## config.mk

```make
export PLATFORM = sky130hd
export DESIGN_NAME = pxl_frame_loader
export DESIGN_NICKNAME = d
export VERILOG_FILES = /design/src/rtl/pfl_pkg.sv /design/src/rtl/pfl_sync.sv /design/src/rtl/pfl_byte_rx.sv /design/src/rtl/pfl_addr_gen.sv /design/src/rtl/pxl_frame_loader.sv
export SDC_FILE = /design/constraint.sdc
export NUM_CORES = 1
export LEC_CHECK = 0
export ABC_AREA = 1
export BUFFER_PORTS_ARGS = -buffer_cell sky130_fd_sc_hd__buf_2
export CAP_MARGIN = 30
export CORE_MARGIN = 3
export CORE_UTILIZATION = 40
export DETAILED_ROUTE_END_ITERATION = 8
export PLACE_DENSITY = 0.6
export SLEW_MARGIN = 20
export SYNTH_ARGS = -nofsm -noshare
export SYNTH_HDL_FRONTEND = slang
export SYNTH_SLANG_ARGS = --single-unit
```

## constraint.sdc

```tcl
create_clock -name clk -period 6.46 [get_ports clk]
set_clock_uncertainty 0.15 [all_clocks]
set_input_delay 1.292 -clock clk [delete_from_list [all_inputs] [get_ports clk]]
set_output_delay 1.292 -clock clk [all_outputs]
set_load 0.02 [all_outputs]
```

## src/rtl/pfl_pkg.sv

```systemverilog
package pfl_pkg;

  localparam int PIX_W          = 3;
  localparam int PIX_PER_BYTE   = 2;
  localparam int BYTES_PER_GRP  = 3;
  localparam int PIX_PER_GRP    = PIX_PER_BYTE * BYTES_PER_GRP;
  localparam int PAYLOAD_W      = PIX_W * PIX_PER_BYTE;

  typedef logic [PIX_W-1:0]     pix_t;
  typedef logic [PAYLOAD_W-1:0] payload_t;

  // pixel that lands at the even address of a write
  function automatic pix_t lead_pix(input payload_t p);
    return p[PAYLOAD_W-1 -: PIX_W];
  endfunction

  // pixel that lands at the odd address of a write
  function automatic pix_t trail_pix(input payload_t p);
    return p[PIX_W-1:0];
  endfunction

endpackage

```

## src/rtl/pfl_sync.sv

```systemverilog
module pfl_sync #(
  parameter int               STAGES  = 2,
  parameter int               W       = 1,
  parameter logic [W-1:0]     RST_VAL = '0
) (
  input  logic         clk,
  input  logic         rst_n,
  input  logic [W-1:0] d,
  output logic [W-1:0] q
);

  logic [W-1:0] chain [STAGES];

  always_ff @(posedge clk or negedge rst_n) begin
    if (!rst_n) begin
      for (int i = 0; i < STAGES; i++) chain[i] <= RST_VAL;
    end else begin
      chain[0] <= d;
      for (int i = 1; i < STAGES; i++) chain[i] <= chain[i-1];
    end
  end

  assign q = chain[STAGES-1];

endmodule

```

## src/rtl/pfl_byte_rx.sv

```systemverilog
module pfl_byte_rx
  import pfl_pkg::*;
(
  input  logic     clk,
  input  logic     rst_n,
  input  logic     cs_active,
  input  logic     sck_rise,
  input  logic     mosi_s,
  output logic     byte_valid,
  output payload_t byte_payload
);

  localparam int KEEP = PAYLOAD_W - 1;

  // only the low six bits of a byte survive; earlier bits shift out
  logic [KEEP-1:0] shreg;
  logic [2:0]      bit_cnt;

  always_ff @(posedge clk or negedge rst_n) begin
    if (!rst_n) begin
      shreg        <= '0;
      bit_cnt      <= '0;
      byte_valid   <= 1'b0;
      byte_payload <= '0;
    end else begin
      byte_valid <= 1'b0;
      if (!cs_active) begin
        bit_cnt <= '0;
      end else if (sck_rise) begin
        shreg   <= {shreg[KEEP-2:0], mosi_s};
        bit_cnt <= bit_cnt + 3'd1;
        if (bit_cnt == 3'd7) begin
          byte_valid   <= 1'b1;
          byte_payload <= {shreg, mosi_s};
        end
      end
    end
  end

endmodule

```

## src/rtl/pfl_addr_gen.sv

```systemverilog
module pfl_addr_gen
  import pfl_pkg::*;
#(
  parameter int FRAME_BYTES = 3003,
  localparam int GROUPS     = FRAME_BYTES / BYTES_PER_GRP,
  localparam int PIX_TOTAL  = GROUPS * PIX_PER_GRP,
  localparam int AW         = $clog2(PIX_TOTAL),
  localparam int GW         = $clog2(GROUPS)
) (
  input  logic          clk,
  input  logic          rst_n,
  input  logic          cs_active,
  input  logic          byte_valid,
  input  payload_t      byte_payload,
  output logic          wr_en,
  output logic [AW-1:0] wr_addr,
  output pix_t          wr_pix_a,
  output pix_t          wr_pix_b,
  output logic          frame_done,
  output logic          frame_full
);

  // group*6 + slot*2 built from shifts
  function automatic logic [AW-1:0] pix_addr(input logic [GW-1:0] g,
                                             input logic [1:0]    s);
    logic [AW-1:0] ga;
    logic [AW-1:0] sa;
    ga = AW'(g);
    sa = AW'(s);
    return (ga << 2) + (ga << 1) + (sa << 1);
  endfunction

  logic [GW-1:0] grp;
  logic [1:0]    slot;
  logic          accept;
  logic          last_byte;

  assign accept    = cs_active & byte_valid & ~frame_full;
  assign last_byte = (grp == GW'(GROUPS - 1)) && (slot == 2'd2);

  always_ff @(posedge clk or negedge rst_n) begin
    if (!rst_n) begin
      grp        <= '0;
      slot       <= '0;
      frame_full <= 1'b0;
      wr_en      <= 1'b0;
      wr_addr    <= '0;
      wr_pix_a   <= '0;
      wr_pix_b   <= '0;
      frame_done <= 1'b0;
    end else begin
      wr_en      <= 1'b0;
      frame_done <= 1'b0;
      if (!cs_active) begin
        grp        <= '0;
        slot       <= '0;
        frame_full <= 1'b0;
      end else if (accept) begin
        wr_en    <= 1'b1;
        wr_addr  <= pix_addr(grp, slot);
        wr_pix_a <= lead_pix(byte_payload);
        wr_pix_b <= trail_pix(byte_payload);
        if (last_byte) begin
          frame_full <= 1'b1;
          frame_done <= 1'b1;
        end else if (slot == 2'd2) begin
          slot <= '0;
          grp  <= grp + GW'(1);
        end else begin
          slot <= slot + 2'd1;
        end
      end
    end
  end

endmodule

```

## src/rtl/pxl_frame_loader.sv

```systemverilog
module pxl_frame_loader
  import pfl_pkg::*;
#(
  parameter int FRAME_BYTES  = 3003,
  parameter int SYNC_STAGES  = 2,
  localparam int GROUPS      = FRAME_BYTES / BYTES_PER_GRP,
  localparam int PIX_TOTAL   = GROUPS * PIX_PER_GRP,
  localparam int AW          = $clog2(PIX_TOTAL)
) (
  input  logic          clk,
  input  logic          rst_n,
  input  logic          spi_sck,
  input  logic          spi_cs_n,
  input  logic          spi_mosi,
  output logic          wr_en,
  output logic [AW-1:0] wr_addr,
  output logic [2:0]    wr_pix_a,
  output logic [2:0]    wr_pix_b,
  output logic          frame_done
);

  logic [2:0] pins_s;
  logic       sck_s, cs_n_s, mosi_s, sck_q;
  logic       sck_rise;
  logic       cs_active;
  logic       byte_valid;
  payload_t   byte_payload;
  logic       frame_full;

  pfl_sync #(.STAGES(SYNC_STAGES), .W(3), .RST_VAL(3'b010)) u_sync (
    .clk   (clk),
    .rst_n (rst_n),
    .d     ({spi_sck, spi_cs_n, spi_mosi}),
    .q     (pins_s)
  );

  assign {sck_s, cs_n_s, mosi_s} = pins_s;

  always_ff @(posedge clk or negedge rst_n) begin
    if (!rst_n) sck_q <= 1'b0;
    else        sck_q <= sck_s;
  end

  assign sck_rise  = sck_s & ~sck_q;
  assign cs_active = ~cs_n_s;

  pfl_byte_rx u_rx (
    .clk          (clk),
    .rst_n        (rst_n),
    .cs_active    (cs_active),
    .sck_rise     (sck_rise),
    .mosi_s       (mosi_s),
    .byte_valid   (byte_valid),
    .byte_payload (byte_payload)
  );

  pfl_addr_gen #(.FRAME_BYTES(FRAME_BYTES)) u_addr (
    .clk          (clk),
    .rst_n        (rst_n),
    .cs_active    (cs_active),
    .byte_valid   (byte_valid),
    .byte_payload (byte_payload),
    .wr_en        (wr_en),
    .wr_addr      (wr_addr),
    .wr_pix_a     (wr_pix_a),
    .wr_pix_b     (wr_pix_b),
    .frame_done   (frame_done),
    .frame_full   (frame_full)
  );

endmodule

```

# After elaboration in Yosys (flattened, before gate mapping)
# Index checks and enable logic that the tools add are counted.
# op_classes
n_reduce_logical	11
n_eq_ne	4
n_mux	21
addsub	5
bitwise	6
# ops
op	n
2-to-1 mux 10 bit	4
adder 12 x 11 -> 13 bit	1
adder 13 x 3 -> 13 bit	1
2-to-1 mux 1 bit	11
adder 10 x 1 -> 10 bit, second input constant	1
equality test 10 bit, second input constant	1
2-to-1 mux 2 bit	4
AND reduction 2 bit	4
nonzero test 2 bit	4
2-to-1 mux 3 bit	2
AND reduction 3 bit	2
adder 3 x 1 -> 3 bit, second input constant	1
AND 1 bit	3
equality test 3 bit, second input constant	1
inverter 1 bit	3
adder 2 x 1 -> 2 bit, second input constant	1
equality test 2 bit, second input constant	1
inequality test 2 bit, second input constant	1
logical AND 1 bit	1
# word_totals
output_inout_bits	21
input_bits	5
reg_bits	56
word_cells	62

# Logic depth before layout (Yosys ltp)
# depth
ltp_word	5
mapped_depth	14

# Modules after synthesis
# From an unflattened synthesis, not the netlist that was laid out.
# unflattened
cells_unflattened	352
hier_area_um2	2997.9
# modules_own_cells
module	n_inst	cells_each	seq_area_each_um2	area_per_inst_um2
pfl_addr_gen	1	271	825.8	2135.8
pfl_byte_rx	1	68	375.4	648.1
pfl_sync	1	9	152.6	175.2
pxl_frame_loader	1	4	25.0	38.8

# Least setup slack after synthesis
# OpenSTA, ideal clock, no wires.
# synth_path
path_type	reg2reg
startpoint	register u_addr.grp[0]
endpoint	register u_addr.wr_addr[8]
arrival_time_ns	2.171
period_less_slack_ns	2.439
required_time_ns	6.192
path_slack_ns	4.021
path_stages_with_launch	15
setup_ns	0.118
path_cell_list	dfrtp_1 -> inv_1 -> fa_1 -> inv_1 -> ha_1 -> inv_1 -> fa_1 -> inv_1 -> nand3_1 -> nand2_1 -> nand3_1 -> nand2_1 -> nand2_1 -> nand3_1 -> nand2_1
# synth_via
elab_chain_cells	2
# synth_rtl
element	line_no	text
start, declared	pfl_addr_gen.sv:33	logic [GW-1:0] grp;
start signal, assigned	pfl_addr_gen.sv:68	grp <= grp + GW'(1);
adder 12 x 11 -> 13 bit	pfl_addr_gen.sv:30	return (ga << 2) + (ga << 1) + (sa << 1);
adder 13 x 3 -> 13 bit	pfl_addr_gen.sv:30	
end signal, assigned	pfl_addr_gen.sv:60	wr_addr <= pix_addr(grp, slot);
end, declared	pfl_addr_gen.sv:16	output logic [AW-1:0] wr_addr,
# Every way passes these cells.
# A chain may end at the register's enable or synchronous reset.

# Worst setup path after layout
# Ends and elaborated chain as after synthesis.

==> results.yml <==
min_path:
  min_path_type: "reg -> reg"
  worstHoldStart: "u_sync.chain[3]$_DFF_PN0_"
  worstHoldEndpoint: "u_sync.q[0]$_DFF_PN0_"
  whs_path_depth: 0
layout:
  nets: 394
  fin_area_um2: 3240
  area_delta_synth_final_pct: 10.0
  drive_above_1_share: 0.124
  final_cells: 458
  diodes: 0
timing:
  worstMarginPinSlew_ns: 0.690
  max_freq_ghz: 0.368
  rsz0062_at_grt: "no"
  timing.final.crit_share: 0.420
  setup_violations: 0
  slew_viol_final: 0
  hold_violations: 0
  fin_tns_setup_ns: 0
  slew_headroom: 0.540
  min_period_ns: 2.72
logic_synthesis:
  ys.flop_type: "dfrtp_1"
  synth_fp_nets: 370
  ys_seq_area_frac: 0.469
  async_reset_ff_frac: 1.00
  netlist_area_um2: 2940
  yosys_warnings: 0
  synth-edff-count: 0
  ys_top_cells_by_area: "dfrtp_1 45%, nand2_1 13%, ha_1 11%"
  ys_types: 32
  synth_cells: 337
  yosysTopAreaCell: "dfrtp_1"
  yosys-top-cells-count: "104 x nand2_1, 53 x dfrtp_1, 38 x inv_1, 26 x ha_1"
  ys_ff_latch: 55
  synth_top_area_share: 0.451
  postSynthAreaPerCell_um2: 8.73
  yosysMostFrequentCell: "nand2_1"
cts:
  cts_hold_buf: 0
  cts_inserted_buffers: 5
  cts_buffer_depth: 2
  cts_setup_buffers: 0
  cts_tree: "done"
  clkSinkCount: 55
  cts-root-buf: "clkbuf_8"
  ctsResizeCount: 0
  path_clk_slew_ns: 0.11
  worstSkewPairLatency_ns: 0.31
  htreeDepth: 2
pwr:
  p_per_area_nw_per_um2: 195
  p_seq_frac: 0.584
  sw_frac_of_total: 0.261
  p_comb_frac: 0.083
  leakagePower_uw: 0.00177
  p_int_uw: 466
  clkPwrFrac: 0.333
  vdd_drop_max_v: 0.000149
  switching_power_uw: 164
placed_design:
  place_inst: 450
  io_buffers: 24
  place.gp.congestion: 0.878
  hpwlAfterDp_um: 3990
  post_dp_cell_area_um2: 3130
routing:
  dr.pass1.iters: 4
  drc: 0
  detail-route-antenna-nets: 0
  vias: 2174
  wl_per_cell_um: 12.1
  vias_per_cell: 4.75
  wirelength_um: 5560
  drt-initial-drc-count: 83
critical_path:
  end_kind: "flip-flop"
  cp_cell_sequence: "inv_1, fa_1, inv_1, ha_1, inv_1, fa_1, inv_1, nand3_1, nand2_1, nand3_1, nand2_1, nand2_1, nand3_1, nand2_1"
  crit_type: "reg -> reg"
  r2r_slack_ns: 3.74
  path_max_fanout: 7
  worst_ep_required_time_ns: 6.51
  r2r-start: "u_addr.grp[0]$_DFFE_PN0P_"
  start_kind: "flip-flop"
  crit_path_max_incr_delay_ns: 0.49
  arrival_ns: 2.77
  reg2reg_depth: 14
  r2r_end: "u_addr.wr_addr[8]$_DFFE_PN0P_"
  crit_path_top_delay_cell: "dfrtp_1"
floorplan:
  start_util: 0.424
  core_area_um2: 6940
  io_pins: 26
  die_area_um2: 8420
  row_count: 30
  die_y_um: 91.8
  dieWidth_um: 91.8
run:
  cap_viol_max_count: 0
grt:
  grt_pass1_wl_um: 9770
  first_global_vias: 2156
  grt_max_degree: 56
  antenna_found_initial: 0
  grt_use_total: 0.141
  grt_overflow: 0
status:
  status: "finished clean"
-- worst max-delay path, delay by kind of cell, from the launching register on --
family,cells,cell delay (ns)
adders and majority gates,3,1.06
and+or+nand+nor,7,0.52
buffers and inverters,4,0.39
DFF,1,0.49
-- per-stage QoR --
| step | setup slack (ns) | utilization | power (µW) | hold WS (ns) |
|---|---|---|---|---|
| 2_1_floorplan | 4.02 | - | 408 | 0.181 |
| 3_3_place_gp | 3.88 | 0.451 | 427 | 0.183 |
| 3_5_place_dp | 3.78 | 0.451 | 429 | 0.185 |
| 4_1_cts | 3.74 | 0.466 | 642 | 0.209 |
| 5_1_grt | 3.56 | 0.466 | 664 | 0.221 |
| 6_report | 3.74 | 0.466 | 630 | 0.208 |
-- logic make-up after synthesis --
| kind of cell | share of synthesized area |
|---|---|
| and+or+nand+nor | 0.221 |
| DFF | 0.469 |
| buffers and inverters | 0.0719 |
| AOI/OAI and AO/OA | 0.0834 |
| adders and majority gates | 0.124 |
| xor gates and xnor gates | 0.0298 |
| other | 0.00127 |
-- cells in the final DEF (no fill, tap or decap), types with 5 or more instances in the layout --
cell / n
clkbuf_8: 6
buf_2: 24
xor2_1: 6
a21oi_1: 5
inv_1: 38
nor2_1: 17
nand3_1: 24
ha_1: 26
o21ai_0: 24
dfrtp_1: 53
nand2_1: 104
-- worst max-delay path by stage --
stage	start	endpoint	slack (ns)	depth (start not counted)
3_5_place_dp	u_addr.grp[0]$_DFFE_PN0P_	u_addr.wr_addr[8]$_DFFE_PN0P_	3.78	14
4_1_cts	u_addr.grp[0]$_DFFE_PN0P_	u_addr.wr_addr[8]$_DFFE_PN0P_	3.74	14
2_1_floorplan	u_addr.grp[0]$_DFFE_PN0P_	u_addr.wr_addr[8]$_DFFE_PN0P_	4.02	14
3_3_place_gp	u_addr.grp[0]$_DFFE_PN0P_	u_addr.wr_addr[8]$_DFFE_PN0P_	3.88	14
5_1_grt	u_addr.grp[0]$_DFFE_PN0P_	u_addr.wr_addr[8]$_DFFE_PN0P_	3.56	14
6_report	u_addr.grp[0]$_DFFE_PN0P_	u_addr.wr_addr[8]$_DFFE_PN0P_	3.74	14
-- area by class of cell --
type	count	area [µm²]
tap	96	120
timing repair buffer	25	128
fill	697	3710
inverter	40	155
multi-input combinational	234	1350
clock buffer	6	82.6
clock inverter	2	20.0
sequential	55	1380
-- power groups by stage --
stage	combinational (µW)	sequential, µW	clock, µW
6_report	52.4	368	210
5_1_grt	61.9	370	232
4_1_cts	54.3	368	219
3_5_place_dp	54.0	375	0
3_3_place_gp	53.2	374	0
2_1_floorplan	37.3	371	0
-- state kept, by name, summed over array words and instances (netlist names), 2 cells and up --
register           flops
u_addr.wr_addr        12
u_addr.grp            10
u_rx.byte_payload      6
u_rx.shreg             5
u_addr.wr_pix_a        3
u_addr.wr_pix_b        3
u_rx.bit_cnt           3
u_sync.chain           3
u_sync.q               3
u_addr.slot            2
-- per-layer routing --
layer	track usage	up-vias	routed length (µm)
met5	0	-	0
met4	0.0359	0	30
met3	0.0287	2	212
met2	0.236	37	2640
met1	0.186	1013	2680
li1	-	1122	-
(Power assumes the default switching activity.)
